<file path="src/rtl/fps_pkg.sv">
package fps_pkg;
    localparam int MANT_W     = 14;
    localparam int EXP_W      = 3;
    localparam int FIELD_W    = 5;
    localparam int DLY_W      = 3;
    localparam int SHIFT_SPAN = (1 << EXP_W) - 1;
    localparam int OUT_W      = MANT_W + SHIFT_SPAN;
    localparam int PAIR_W     = 2 * FIELD_W;

    typedef logic signed [MANT_W-1:0] mant_t;
    typedef logic [EXP_W-1:0]         expo_t;
    typedef logic signed [OUT_W-1:0]  wide_t;

    typedef enum logic {
        SEL_QUIET = 1'b0,
        SEL_LOUD  = 1'b1
    } scale_sel_e;
endpackage

</file>
<file path="src/rtl/fps_capture.sv">
module fps_capture
    import fps_pkg::*;
(
    input  logic  clk,
    input  logic  rst_n,
    input  mant_t mant_i,
    input  expo_t expo_i,
    output mant_t mant_q,
    output expo_t expo_q
);
    // Input register: one sample per rising edge.
    always_ff @(posedge clk or negedge rst_n) begin
        if (!rst_n) begin
            mant_q <= '0;
            expo_q <= '0;
        end else begin
            mant_q <= mant_i;
            expo_q <= expo_i;
        end
    end
endmodule

</file>
<file path="src/rtl/fps_flag_delay.sv">
module fps_flag_delay
    import fps_pkg::*;
#(
    parameter int SEL_W = DLY_W
) (
    input  logic             clk,
    input  logic             rst_n,
    input  logic             flag_i,
    input  logic [SEL_W-1:0] tap_i,
    output scale_sel_e       sel_o
);
    localparam int DEPTH = 1 << SEL_W;

    logic [DEPTH-1:0] hist;

    // hist[k] holds the flag captured k edges before the newest one.
    always_ff @(posedge clk or negedge rst_n) begin
        if (!rst_n) hist <= '0;
        else        hist <= {hist[DEPTH-2:0], flag_i};
    end

    always_comb sel_o = scale_sel_e'(hist[tap_i]);

    logic warm1_q, warm2_q;
    always_ff @(posedge clk or negedge rst_n) begin
        if (!rst_n) begin
            warm1_q <= 1'b0;
            warm2_q <= 1'b0;
        end else begin
            warm1_q <= 1'b1;
            warm2_q <= warm1_q;
        end
    end

    // tap 0 presents the flag taken at the previous edge
    assert_tap_zero_R8: assert property (@(posedge clk) disable iff (!rst_n || !warm1_q)
        (tap_i == '0) |-> (sel_o == scale_sel_e'($past(flag_i))));

    // tap 1 presents the flag taken two edges back
    assert_tap_one_R8: assert property (@(posedge clk) disable iff (!rst_n || !warm2_q)
        (tap_i == SEL_W'(1)) |-> (sel_o == scale_sel_e'($past(flag_i, 2))));
endmodule

</file>
<file path="src/rtl/fps_shift_unit.sv">
module fps_shift_unit
    import fps_pkg::*;
(
    input  logic              clk,
    input  logic              rst_n,
    input  mant_t             mant_i,
    input  expo_t             expo_i,
    input  logic              invert_i,
    input  logic [PAIR_W-1:0] scale_pair_i,
    input  scale_sel_e        sel_i,
    output wide_t             samp_o
);
    expo_t field_lo;
    expo_t expo_eff;
    expo_t shift;
    logic  unused_hi;

    always_comb begin
        unique case (sel_i)
            SEL_LOUD:  field_lo = scale_pair_i[EXP_W-1:0];
            SEL_QUIET: field_lo = scale_pair_i[FIELD_W+EXP_W-1:FIELD_W];
            default:   field_lo = '0;
        endcase
        // 7 - e equals the bitwise complement for an unsigned EXP_W-bit value.
        expo_eff = invert_i ? ~expo_i : expo_i;
        shift    = expo_eff + field_lo; // wraps modulo 2**EXP_W
    end

    // Upper field bits never reach the shift amount.
    assign unused_hi = ^{scale_pair_i[FIELD_W-1:EXP_W],
                         scale_pair_i[PAIR_W-1:FIELD_W+EXP_W]};

    // Logarithmic arithmetic barrel shifter.
    wide_t stg [EXP_W+1];
    assign stg[0] = wide_t'({mant_i, {SHIFT_SPAN{1'b0}}});

    for (genvar k = 0; k < EXP_W; k++) begin : g_stage
        assign stg[k+1] = shift[k] ? (stg[k] >>> (1 << k)) : stg[k];
    end

    always_ff @(posedge clk or negedge rst_n) begin
        if (!rst_n) samp_o <= '0;
        else        samp_o <= stg[EXP_W];
    end

    logic warm_q;
    always_ff @(posedge clk or negedge rst_n) begin
        if (!rst_n) warm_q <= 1'b0;
        else        warm_q <= 1'b1;
    end

    // a zero mantissa stays zero for every shift
    assert_zero_stays_R3: assert property (@(posedge clk) disable iff (!rst_n || !warm_q)
        ($past(mant_i) == '0) |-> (samp_o == '0));
endmodule

</file>
<file path="src/rtl/fps_expo_scaler.sv">
module fps_expo_scaler
    import fps_pkg::*;
(
    input  logic              clk,
    input  logic              rst_n,
    input  logic [MANT_W-1:0] mant_i,
    input  logic [EXP_W-1:0]  expo_i,
    input  logic              atten_i,
    input  logic              invert_i,
    input  logic [PAIR_W-1:0] scale_pair_i,
    input  logic [DLY_W-1:0]  flag_delay_i,
    output logic [OUT_W-1:0]  samp_o
);
    mant_t      mant_q;
    expo_t      expo_q;
    scale_sel_e sel;
    wide_t      samp_w;

    fps_capture u_capture (
        .clk    (clk),
        .rst_n  (rst_n),
        .mant_i (mant_t'(mant_i)),
        .expo_i (expo_i),
        .mant_q (mant_q),
        .expo_q (expo_q)
    );

    fps_flag_delay #(.SEL_W(DLY_W)) u_flag_delay (
        .clk    (clk),
        .rst_n  (rst_n),
        .flag_i (atten_i),
        .tap_i  (flag_delay_i),
        .sel_o  (sel)
    );

    fps_shift_unit u_shift (
        .clk          (clk),
        .rst_n        (rst_n),
        .mant_i       (mant_q),
        .expo_i       (expo_q),
        .invert_i     (invert_i),
        .scale_pair_i (scale_pair_i),
        .sel_i        (sel),
        .samp_o       (samp_w)
    );

    assign samp_o = samp_w;

    logic warm1_q, warm2_q;
    always_ff @(posedge clk or negedge rst_n) begin
        if (!rst_n) begin
            warm1_q <= 1'b0;
            warm2_q <= 1'b0;
        end else begin
            warm1_q <= 1'b1;
            warm2_q <= warm1_q;
        end
    end

    // sign of the output follows the mantissa two edges back
    assert_sign_kept_R9: assert property (@(posedge clk) disable iff (!rst_n || !warm2_q)
        samp_o[OUT_W-1] == $past(mant_i[MANT_W-1], 2));

    // fixed-point pass-through when exponent, offsets and invert are zero
    assert_passthrough_R4: assert property (@(posedge clk) disable iff (!rst_n || !warm2_q)
        ($past(!invert_i && scale_pair_i[EXP_W-1:0] == '0 &&
               scale_pair_i[FIELD_W+EXP_W-1:FIELD_W] == '0) && $past(expo_i, 2) == '0)
        |-> (samp_o == {$past(mant_i, 2), {SHIFT_SPAN{1'b0}}}));

    // inverted exponent 5 with offset 6 gives no shift
    assert_invert_top_R5: assert property (@(posedge clk) disable iff (!rst_n || !warm2_q)
        ($past(invert_i && scale_pair_i[EXP_W-1:0] == EXP_W'(6) &&
               scale_pair_i[FIELD_W+EXP_W-1:FIELD_W] == EXP_W'(6)) && $past(expo_i, 2) == EXP_W'(5))
        |-> (samp_o == {$past(mant_i, 2), {SHIFT_SPAN{1'b0}}}));
endmodule

</file>
<file path="config.mk">
export PLATFORM = sky130hd
export DESIGN_NAME = fps_expo_scaler
export DESIGN_NICKNAME = d
export VERILOG_FILES = /design/src/rtl/fps_pkg.sv /design/src/rtl/fps_capture.sv /design/src/rtl/fps_flag_delay.sv /design/src/rtl/fps_shift_unit.sv /design/src/rtl/fps_expo_scaler.sv
export SDC_FILE = /design/constraint.sdc
export NUM_CORES = 1
export LEC_CHECK = 0
export BUFFER_PORTS_ARGS = -buffer_cell sky130_fd_sc_hd__buf_2
export CORE_UTILIZATION = 49
export DETAILED_ROUTE_END_ITERATION = 10
export GPL_TIMING_DRIVEN = 0
export PLACE_DENSITY_LB_ADDON = 0.12
export SLEW_MARGIN = 20
export SYNTH_ARGS = -nofsm -noshare
export SYNTH_HDL_FRONTEND = slang
export SYNTH_SLANG_ARGS = --single-unit
</file>
<file path="constraint.sdc">
create_clock -name clk -period 4 [get_ports clk]
set_clock_uncertainty 0.2 [all_clocks]
set_input_delay 0.4 -clock clk [delete_from_list [all_inputs] [get_ports clk]]
set_output_delay 0.4 -clock clk [all_outputs]
set_load 0.005 [all_outputs]
</file>
-- After elaboration in Yosys (flattened, before gate mapping)
Cells that the tools add are included.
- $add $sub $neg: 1
- $lt $le $gt $ge: 1
- muxes and demuxes: 7
- bitwise logic cells: 2
- operators with widths (kind ; number):
    $mux W20 ; 3
    $pmux W3 S2 ; 1
    $lt A3 B4 Y1 const B ; 1
    $add A3 B3 Y3 ; 1
    $bmux W1 S3 ; 1
    $mux W3 ; 1
    $not A3 Y3 ; 1
    $mux W1 ; 1
    $not A1 Y1 ; 1
- flip-flop bits (word level): 46
- logic and storage cells: 15

-- Longest topological paths before layout
- depth after elaboration: 8
- gate-level depth with buffers: 13
- mapped depth without buffers: 10

-- Hierarchy
Synthesis repeated with hierarchy kept, for this count alone.
- cell total of the unflattened synthesis: 143
- area total of the unflattened synthesis: 1859.3 sq um
- modules (own cells, without submodules) (module ; instances ; cells an instance ; area each (sq um) ; seq. area each (sq um)):
    fps_shift_unit ; 1 ; 115 ; 1169.9 ; 525.5
    fps_capture ; 1 ; 17 ; 425.4 ; 425.4
    fps_flag_delay ; 1 ; 11 ; 264.0 ; 200.2

-- Worst setup path before layout
Ideal clock, no wire load.
- path kind: input to register
- start: in flag_delay_i[0]
- end: reg u_shift.samp_o[13]
- library setup time: 0.128 ns
- data arrival time: 3.441 ns
- setup slack: 0.232 ns
- stages on the path: 11
- path buffers: 3
- path through: buf_4 > mux2i_1 > mux4_2 > mux2_2 > ha_1 > fa_1 > clkbuf_1 > buf_1 > mux2i_1 > mux2i_1 > mux2_1
- RTL lines (what ; line ; source):
    start: declaration ; fps_expo_scaler.sv:11 ; input logic [DLY_W-1:0] flag_delay_i,
    end signal: assignment ; fps_shift_unit.sv:43 ; else samp_o <= stg[EXP_W];
    end: declaration ; fps_shift_unit.sv:11 ; output wide_t samp_o

==> reports/results.txt <==
Nets -> 239
Pin count of the biggest net entering global routing -> 47
Crit path max fanout -> 10
Vias -> 1199
WL per Instance -> 11.9 µm
Most frequent cell after synthesis -> dfrtp_1
# IOs -> 55
Main combinational cell family by area after synthesis -> multiplexers
Worst reg2reg setup slack -> 0.26 ns
Via density -> 4.76
Worst skew pair latency -> 0.30 ns
Worst Slack Setup Final -> 0.261 ns
Fmax -> 267 MHz
Pre-CTS WS -> -0.147 ns
Pwr dens -> 544 nW/µm²
Top cells by area, synth -> dfrtp_1 (61%), mux2i_1 (10%), mux2_2 (9.5%)
Area grow syn2layout -> 26.7%
Post-synth net total -> 172
Multi-input combinational cell area -> 697 µm²
Clk buf depth -> 2
Antenna diode count -> 0
GR Util All Layers -> 16.4%
DP Wirelength -> 2210 µm
Post-route cell area -> 2410 µm²
Fraction of layout cells with a size suffix above 1 -> 39.7%
Port Buffers -> 49
DR iter-0 viols -> 34
Slew Limit Fails -> 0
Synth Area in Compound Gates -> 4.67%
Flop pwr share -> 44.4%
TritonRoute pass-1 iters -> 4
Status -> complete, no violations
R2R depth -> 10
Hold_sp -> mant_i[7]
DRC -> 0
Starting Density -> 51.5%
Final setup violation count -> 0
H-tree levels -> 2
Yosys top cell area share -> 60.6%
Ys flop type -> dfrtp_1
Synth Cell Area -> 1900 µm²
Vias in the first global route -> 1112
RSZ-0062 raised after global routing -> false
Worst setup SP type -> flop
R2R Path End -> u_shift.samp_o[13]
Clock Power Share -> 21.2%
Initial antenna violation count -> 0
Post-synthesis adder-cell area fraction -> 1.71%
CTS tree -> built
Maxcap violations -> 0
Worst Max-Slew Pin Slew -> 0.923 ns
Number of synthesized flops with an enable pin -> 0
Synth Area in Simple Gates -> 4.81%
Worst path required time -> 3.98 ns
Top post-synthesis cells by count -> dfrtp_1 (46), mux2i_1 (19), mux2_2 (16)
Mapped Cells -> 136
Detail Route Antenna Nets -> 0
Clock slew at reported path FFs -> 0.08 ns
# Post-CTS Setup Buffers -> 0
Row count -> 22
NetSw -> 0.000383 W
GP Congestion -> 0.825
Post-synth cell types -> 26
Sequential cell area fraction in the yosys report -> 60.6%
Register area -> 1150 µm²
Hold Path Depth -> 1
Mux contribution to synthesized area -> 22.4%
WHS -> 0.0102 ns
Core area -> 3690 µm²
Critical Path AT -> 3.72 ns
VDD IR max -> 286 µV
Post-DP Area -> 2210 µm²
First-pass GRT wire length -> 5000 µm
Logic pwr share -> 34.4%
Final Cycle Share -> 93.5%
Yosys warns -> 0
Sw Ratio -> 29.2%
Die Area -> 4130 µm²
Post-route minimum period -> 3.74 ns
Syn Area/Cell -> 14.0 µm²
Number of fill cells in the layout -> 308
GRT overflow -> 0
Cell-internal power -> 0.000928 W
Power Total -> 0.00131 W
Worst Hold Path EP -> u_capture.mant_q[7]
Final hold vios -> 0
Total clock sinks -> 46
Flops & latches, synth -> 46
Synth area leader -> dfrtp_1
Chip height -> 64.3 µm
CTS buffer count -> 5
Relative slew slack -> 38.4%
Share of synthesized registers carrying an async set or reset -> 100%
Min-Delay Path Class -> input port to flop
Reg2reg start -> u_flag_delay.hist[6]
Die width -> 64.3 µm
Leak -> 1.18 nW
CP endpoint kind -> flop
Synth Area in XOR/XNOR -> 3.03%
Total wire length -> 3000 µm
Root buf cell -> clkbuf_8
Kind of critical path -> flop to flop
critical path: stages (launching register included):
cell and delay, ns:
dfrtp_1 0.36, mux2i_1 0.07, mux4_2 0.56, mux2_2 0.31
ha_1 0.19, fa_1 0.50, clkbuf_1 0.36, clkbuf_2 0.35
mux2i_1 0.27, mux2i_1 0.13, mux2_1 0.32
power groups by stage:
stage / Combinational [W] / Clock, W / Sequential (W)
floorplan: 0.000274 / 0 / 0.000609
global placement: 0.000439 / 0 / 0.000590
detailed placement: 0.000443 / 0 / 0.000592
CTS: 0.000450 / 0.000287 / 0.000583
global route: 0.000499 / 0.000310 / 0.000592
finish: 0.000450 / 0.000278 / 0.000582
per-stage QoR:
stage | TNS [ns] | util (%) | cells
finish | 0 | 65.3 | 252
floorplan | 0 | - | 136
global route | 0 | 65.3 | 252
global placement | -0.259 | 59.8 | 233
detailed placement | -0.507 | 59.8 | 233
CTS | 0 | 64.2 | 248
cell families after synthesis:
| logic type | count (synthesis) |
|---|---|
| flops | 46 |
| mux | 38 |
| simple gates | 21 |
| compound gates | 15 |
| buf+inv | 9 |
| xor+xnor | 5 |
| fa+ha+maj | 2 |
flip-flops by register name, indices dropped and copies added, names as in the netlist:
signal,count
u_capture.mant_q,14
u_flag_delay.hist,8
u_shift.samp_o,21
u_capture.expo_q,3
cells in the final DEF, fill, tap and decap left out:
cell type and instances:
xnor2_1 2, fa_1 1, and3_1 2, clkbuf_1 4, dlygate4sd3_1 11, buf_6 2
xnor3_1 1, mux2i_4 1, nand2_1 9, mux2i_1 19, nor2_1 7, dfrtp_1 46
mux4_2 1, o211ai_1 1, buf_2 49, nor2b_1 2, clkbuf_2 1, buf_4 1
xor2_1 2, clkinv_2 1, a21oi_1 4, a31o_2 1, a21oi_2 2, clkbuf_8 6
mux2_2 16, o21ai_0 7, ha_1 1, mux2_1 1, nand2b_1 1, inv_1 2
worst max-delay path by stage:
stage | from | to | slack (ns) | cells past startpoint
floorplan | flag_delay_i[0] | u_shift.samp_o[13] | 0.23 | 11
global placement | flag_delay_i[0] | u_shift.samp_o[13] | -0.08 | 11
detailed placement | flag_delay_i[0] | u_shift.samp_o[13] | -0.15 | 11
CTS | u_flag_delay.hist[6] | u_shift.samp_o[13] | 0.09 | 10
global route | u_flag_delay.hist[5] | u_shift.samp_o[13] | 0.08 | 10
finish | u_flag_delay.hist[6] | u_shift.samp_o[13] | 0.26 | 10
timing repair:
item | in CTS | in global routing
endpoints found under the hold margin | 7 | 4
hold buffers | 7 | 4
gates resized for setup | 0 | 1
endpoints found under the setup margin | 0 | 4
final cells by class:
cell class | instances | share of cell area, %
multi-input cells | 81 | 28.9
clock buffers | 7 | 3.58
inverters | 2 | 0.312
well taps | 48 | 2.49
clock inverters | 1 | 0.208
flip-flops and latches | 46 | 47.8
plain buffers | 7 | 1.92
repair buffers | 60 | 14.8
routing by layer:
| metal | GRT usage [%] | up-vias | part of all wire [%] |
|---|---|---|---|
| li1 | - | 601 | - |
| met1 | 21.9 | 552 | 49 |
| met2 | 24.1 | 40 | 43 |
| met3 | 5.00 | 6 | 6.2 |
| met4 | 8.33 | 0 | 2.0 |
| met5 | 0 | - | 0 |
Note: power is estimated with default switching activity, not from simulation.
